$ cat config.mk
export PLATFORM = sky130hd
export DESIGN_NAME = ext_irq_ctrl
export DESIGN_NICKNAME = d
export VERILOG_FILES = /design/src/rtl/ext_irq_ctrl.sv
export SDC_FILE = /design/constraint.sdc
export NUM_CORES = 1
export LEC_CHECK = 0
export CAP_MARGIN = 10
export CORE_MARGIN = 3
export CORE_UTILIZATION = 30
export DETAILED_ROUTE_END_ITERATION = 8
export DONT_BUFFER_PORTS = 1
export SKIP_LAST_GASP = 1
export SYNTH_ARGS = -nofsm -noshare
export SYNTH_HDL_FRONTEND = slang
export SYNTH_SLANG_ARGS = --single-unit
$ cat constraint.sdc
create_clock -name clk -period 2.8 [get_ports clk]
set_input_delay 0.42 -clock clk [delete_from_list [all_inputs] [get_ports clk]]
set_output_delay 0.42 -clock clk [all_outputs]
set_load 0.02 [all_outputs]
$ cat src/rtl/ext_irq_ctrl.sv
module ext_irq_ctrl #(
  parameter int NUM_CH = 64,
  parameter int AW     = 12
) (
  input  logic              clk,
  input  logic              rst_n,
  input  logic [NUM_CH-1:0] pin_i,
  input  logic              reg_we,
  input  logic [AW-1:0]     reg_addr,
  input  logic [31:0]       reg_wdata,
  output logic [31:0]       reg_rdata,
  output logic              irq_o
);
  localparam int WORDS = (NUM_CH + 31) / 32;
  localparam int NW    = WORDS * 32;
  localparam logic [AW-1:0] OFF_STAT = AW'(12'h000);
  localparam logic [AW-1:0] OFF_ACK  = AW'(12'h040);
  localparam logic [AW-1:0] OFF_MASK = AW'(12'h080);
  localparam logic [AW-1:0] OFF_MSET = AW'(12'h0C0);
  localparam logic [AW-1:0] OFF_MCLR = AW'(12'h100);
  localparam logic [AW-1:0] OFF_SENS = AW'(12'h140);
  localparam logic [AW-1:0] OFF_SSET = AW'(12'h180);
  localparam logic [AW-1:0] OFF_SCLR = AW'(12'h1C0);
  localparam logic [AW-1:0] OFF_POL  = AW'(12'h300);
  localparam logic [AW-1:0] OFF_PSET = AW'(12'h340);
  localparam logic [AW-1:0] OFF_PCLR = AW'(12'h380);
  localparam logic [AW-1:0] OFF_DOM  = AW'(12'h400);

  logic [NUM_CH-1:0] s1, s2, s3;
  logic [NUM_CH-1:0] mask_q, sens_q, pol_q, dom_q, status_q;
  logic [NUM_CH-1:0] wbits, wsel, ack_v, lvl_hit, edg_hit, status_n;
  logic [AW-1:0]     base;
  logic [3:0]        widx;
  logic              wok;
  logic              wr_ack, wr_mset, wr_mclr, wr_sset, wr_sclr, wr_pset, wr_pclr, wr_dom;
  logic [NW-1:0]     rd_src;

  assign base = {reg_addr[AW-1:6], 6'b0};
  assign widx = reg_addr[5:2];
  assign wok  = 32'(widx) < WORDS;

  assign wr_ack  = reg_we && wok && base == OFF_ACK;
  assign wr_mset = reg_we && wok && base == OFF_MSET;
  assign wr_mclr = reg_we && wok && base == OFF_MCLR;
  assign wr_sset = reg_we && wok && base == OFF_SSET;
  assign wr_sclr = reg_we && wok && base == OFF_SCLR;
  assign wr_pset = reg_we && wok && base == OFF_PSET;
  assign wr_pclr = reg_we && wok && base == OFF_PCLR;
  assign wr_dom  = reg_we && wok && base == OFF_DOM;

  for (genvar i = 0; i < NUM_CH; i++) begin : g_wbit
    assign wsel[i]  = 32'(widx) == i / 32;
    assign wbits[i] = wsel[i] && reg_wdata[i % 32];
  end

  assign ack_v   = wr_ack ? wbits : '0;
  assign lvl_hit = dom_q & ~(s2 ^ pol_q);
  assign edg_hit = dom_q & ((pol_q & s2 & ~s3) | (~pol_q & ~s2 & s3));
  assign status_n = (sens_q & lvl_hit & ~ack_v) |
                    (~sens_q & ((status_q & ~ack_v) | edg_hit));

  always_ff @(posedge clk) begin
    if (!rst_n) begin
      s1 <= '0; s2 <= '0; s3 <= '0;
      mask_q <= '1; sens_q <= '0; pol_q <= '0; dom_q <= '0; status_q <= '0;
    end else begin
      s1 <= pin_i;
      s2 <= s1;
      s3 <= s2;
      status_q <= status_n;
      if (wr_mset) mask_q <= mask_q | wbits;
      if (wr_mclr) mask_q <= mask_q & ~wbits;
      if (wr_sset) sens_q <= sens_q | wbits;
      if (wr_sclr) sens_q <= sens_q & ~wbits;
      if (wr_pset) pol_q  <= pol_q | wbits;
      if (wr_pclr) pol_q  <= pol_q & ~wbits;
      if (wr_dom)  dom_q  <= (dom_q & ~wsel) | wbits;
    end
  end

  always_comb begin
    case (base)
      OFF_STAT: rd_src = NW'(status_q);
      OFF_MASK: rd_src = NW'(mask_q);
      OFF_SENS: rd_src = NW'(sens_q);
      OFF_POL:  rd_src = NW'(pol_q);
      OFF_DOM:  rd_src = NW'(dom_q);
      default:  rd_src = '0;
    endcase
  end

  assign reg_rdata = wok ? rd_src[32*int'(widx) +: 32] : 32'h0;
  assign irq_o     = |(status_q & ~mask_q);


  mask_set_chk: assert property (@(posedge clk) disable iff (!rst_n)
    wr_mset |=> ((mask_q & $past(wbits)) == $past(wbits)));

  mask_clr_chk: assert property (@(posedge clk) disable iff (!rst_n)
    wr_mclr |=> ((mask_q & $past(wbits)) == '0));

  for (genvar i = 0; i < NUM_CH; i++) begin : g_chk

    dom_block_chk: assert property (@(posedge clk) disable iff (!rst_n)
      $rose(status_q[i]) |-> $past(dom_q[i]));

    edge_hold_chk: assert property (@(posedge clk) disable iff (!rst_n)
      !sens_q[i] && status_q[i] && !ack_v[i] |=> status_q[i]);

    ack_clear_chk: assert property (@(posedge clk) disable iff (!rst_n)
      !sens_q[i] && ack_v[i] && !edg_hit[i] |=> !status_q[i]);

    level_follow_chk: assert property (@(posedge clk) disable iff (!rst_n)
      sens_q[i] && lvl_hit[i] && !ack_v[i] |=> status_q[i]);
  end
endmodule

Yosys cells after proc, flatten, opt, wreduce, memory -nomap -nowiden
Index checks and enable logic that the tools add are counted.
- register bits: 512
- input bits: 111
- output and inout bits: 33
- logic and storage cells: 142
- order comparisons: 1
- equality and inequality tests: 12
- shift-type cells: 1
- mux-type cells: 9
- bitwise operators: 32
- reductions and logical operators: 79
- operators with widths (cell ; number):
    64-bit AND ; 15
    64-bit inverter ; 9
    64-bit two-way mux ; 7
    64-bit OR ; 7
    64-bit case mux with 5 select lines ; 1
    1-bit logical AND ; 73
    64-bit OR reduction ; 1
    64-bit by 10-bit indexed part select with 32-bit output ; 1
    64-bit bitwise XOR ; 1
    32-bit two-way mux ; 1
    6-bit by 3-bit equality test with 1-bit output, second input constant ; 4
    6-bit by 4-bit equality test with 1-bit output, second input constant ; 3
    6-bit by 2-bit equality test with 1-bit output, second input constant ; 2
    12-bit logical NOT ; 1
    6-bit by 1-bit equality test with 1-bit output, second input constant ; 1
    6-bit by 5-bit equality test with 1-bit output, second input constant ; 1
    2-bit nonzero test ; 3
    4-bit by 1-bit equality test with 1-bit output, second input constant ; 1
    4-bit logical NOT ; 1
    4-bit by 2-bit < comparator with 1-bit output, second input constant ; 1

Longest topological paths before layout
- depth in word-level cells: 9
- gate-level depth with buffers: 8
- depth with buffers taken out: 5

Worst setup path before layout
Ideal clock, no wire load.
- path type: in2out
- start point: input port reg_addr[7]
- end point: output port reg_rdata[11]
- arrival: 2.067 ns
- required time: 2.380 ns
- path slack: 0.313 ns
- stages on the path: 8
- buffers on the path: 3
- cell sequence: buf_6 > or4_4 > nor3b_4 > buf_6 > buf_2 > a22oi_1 > nand4_1 > and3_1
- cells in the longest elaborated chain, start to end: 4
- elaborated cells on any way between the ends: 8
- classes of those cells: eq/ne: 4; shift: 1; mux: 2; reduce/logical: 1
- RTL lines (item ; RTL line ; source):
    from (decl) ; 9 ; input logic [AW-1:0] reg_addr,
    6-bit by 5-bit equality test with 1-bit output, or another cell as far along ; 82 ; case (base)
    64-bit case mux with 5 select lines * ; 82 ;
    64-bit by 10-bit indexed part select with 32-bit output * ; 92 ; assign reg_rdata = wok ? rd_src[32*int'(widx) +: 32] : 32'h0;
    32-bit two-way mux * ; 92 ;
    to (decl) ; 11 ; output logic [31:0] reg_rdata,
Mark *: on every way between the ends. The rest lies on a longest branch, timed or not.

Final worst setup path
- start point: register status_q[61]
- end point: output port irq_o
- cells in the longest elaborated chain, start to end: 2
- RTL lines (item ; RTL line ; source):
    from (decl) ; 30 ; logic [NUM_CH-1:0] mask_q, sens_q, pol_q, dom_q, status_q;
    from (signal assigned) ; 70 ; status_q <= status_n;
    64-bit AND ; 93 ; assign irq_o = |(status_q & ~mask_q);
    64-bit OR reduction ; 93 ;
    to (decl) ; 12 ; output logic irq_o
Every way passes these cells.

==> run_results.csv <==
group,metric,value,unit
routing,ant_nets,0,
synthesis,yosysWarnings,0,
routing,drt_wl_total,84900,um
grt,first_global_vias,19300,
grt,grt_pass1_wl,124000,um
synthesis,synth_area_leaders,"dfxtp_1 43%, ha_1 6.8%, nand2_1 5.9%",
routing,vias,20800,
placement,hpwlAfterDp,49200,um
sta,rsz0062_at_grt,"yes",
min_path,hold_path.class,"input pin to register",
die,die_x,287,um
critical_path,startpoint,"status_q[61]",
sta,slew_headroom,0.333,
clock_tree,cts_tree,"done",
run_status,outcome,"finished, violations left",
die,die-height,287,um
placement,dp_slack,-34.4,ps
routing,wl_per_cell,21.9,um
critical_path,cp-start-kind,"register",
die,rows,102,
synthesis,ys_types,48,
critical_path,end_kind,"output pin",
grt,antenna_found_initial,1,
job,maxCapViolCount,0,
synthesis,synthCells,2704,
clock_tree,clock_path_buffers,3,
die,initial_core_util,0.304,
synthesis,synth_edf_count,0,
power_and_ir_drop,p_leak,10.5,nW
routing,firstDrtPassIters,6,
critical_path,cp.required,2380,ps
synthesis,postSynth.asyncResetShare,0,
grt,grt_max_degree,368,
finish,final_area,28400,um2
sta,setup_ws,-387,ps
power_and_ir_drop,peakVddDrop,486,uV
clock_tree,htree_levels,2,
sta,holdWs,61.7,ps
synthesis,avgSynthCellArea,8.75,um2
synthesis,yosysSeqAreaShare,0.433,
finish,multiInputGateArea,12000,um2
finish,fillers,7940,
die,dieArea,82300,um2
critical_path,criticalPathCategory,"register to output pin",
clock_tree,clock_sinks,512,
finish,seqCellArea,10300,um2
sta,fin_crit,3190,ps
synthesis,synth_nets,2943,
die,fp.coreArea,77800,um2
die,boundaryPins,144,
critical_path,rr_startpoint,"s2[44]",
critical_path,path_cells,"inv_2, o22ai_4, or4_4, or4b_4, or4_4",
clock_tree,cts_root_buf,"clkbuf_16",
placement,dp_cells,3660,
finish,areaGrowthSynthToFinish,20.0,%
min_path,hold_path_startpoint,"rst_n",
power_and_ir_drop,power_density,541,nW/um2
critical_path,arrival,2770,ps
critical_path,critPathMostFrequentCell,"or4_4",
synthesis,synth_most_common_cell,"dfxtp_1",
critical_path,slowest_delay,630,ps
sta,finalSetupViolCount,1,
synthesis,synth-seq-cells,512,
finish,fin_cells,3869,
placement,placed_cell_area,25400,um2
sta,slew_viol_final,0,
synthesis,synth-main-ff-cell,"dfxtp_1",
sta,max_clock_freq,314,MHz
sta,fin_setup_tns,-387,ps
grt,track_usage,0.198,
clock_tree,clk_latency,610,ps
synthesis,yosys-top-cells-count,"512 x dfxtp_1, 369 x nand2_1, 194 x and2_1",
sta,fin_skew,10.7,ps
synthesis,yosysTopAreaCellShare,0.433,
synthesis,syn_area,23700,um2
routing,drc,0,
clock_tree,clk_pin_slew,60,ps
sta,tightest_slew,997,ps
run_status,violations,"negative setup slack",
sta,finalHoldViolCount,0,
clock_tree,cts_buffers,53,
sta,finalCritPeriodShare,1.14,
critical_path,crit_fanout,2,
finish,drive_gt1_frac,0.0994,
routing,drtIter0Drc,2480,
placement,port_buffers,0,
finish,fin_nets,3023,
critical_path,slowest_stage,"or4_4",
routing,vias_per_cell,5.38,
synthesis,synth_top_area_cell,"dfxtp_1",
grt,gr-total-overflow,0,
placement,gp_congestion,0.837,
## power by group
group | leakage, nW | internal, mW | switching (mW)
clock | 0.888 | 4.19 | 3.08
sequential | 4.16 | 7.39 | 0.0594
combinational | 5.49 | 0.309 | 0.331
total | 10.5 | 11.9 | 3.47
## routing by layer
metal	GRT usage	wire [um]
met3	0.0405	7760
met4	0.0583	2610
met5	0	0
met2	0.313	38100
met1	0.272	36400
## worst paths after layout
kind	cells past startpoint	slack [ps]	endpoint
worst max-delay path	5	-390	irq_o
worst min-delay path	1	60	register
worst max register to register	5	1500	status_q[44]
worst min register to register	1	430	s2[48]
## cells in the final DEF, fill, tap and decap left out, types with 57 or more instances in the layout
master and n:
dfxtp_1 506, nand2_1 368, and2_1 193, o21ai_0 192, inv_1 187, ha_1 128, dlygate4sd3_1 103, nand3_1 96
o22ai_1 95, a22oi_1 85, a21boi_0 68, o211ai_1 65, a21oi_1 65, nand3b_1 65, mux2_2 64, a21boi_1 60
nor2_1 57
## kinds of logic (layout without fill, tap and decap cells)
group	Yosys count	in the layout	share of synthesized area
AOI/OAI and AO/OA	758	758	0.217
and+or+nand+nor	874	874	0.188
other	0	3	0
muxes	64	64	0.0305
buffers and inverters	368	490	0.0635
adders and majority gates	128	128	0.0677
DFF	512	512	0.433
## final cells by class
cell class                      count  share of cell area
Sequential cell                   512               0.361
Antenna cell                        3            0.000264
Multi-Input combinational cell   1824               0.423
Clock buffer                       81              0.0575
Clock inverter                     16             0.00471
Inverter                          193              0.0255
Timing Repair Buffer              200              0.0818
Tap cell                         1040              0.0458
## timing repair
action,4_1_cts,5_1_grt
gates resized for setup,3,16
hold buffers,106,0
hold endpoints to repair,283,0
cloned,0,1
setup endpoints to repair,9,8
pin swaps,0,5
buffers inserted,0,2
## per-stage QoR
| stage | util | power, mW |
|---|---|---|
| 3_3_place_gp | 0.327 | 8.01 |
| 2_1_floorplan | - | 7.97 |
| 6_report | 0.365 | 15.4 |
| 3_5_place_dp | 0.327 | 8.02 |
| 4_1_cts | 0.364 | 15.5 |
| 5_1_grt | 0.365 | 15.8 |
## worst max-delay path: cells and delay by family (launching register included)
family,cells,cell delay [ps]
flops,1,320
compound gates,1,90
buf+inv,1,80
simple gates,3,1670
No activity file was read; power rests on OpenSTA's default activity.
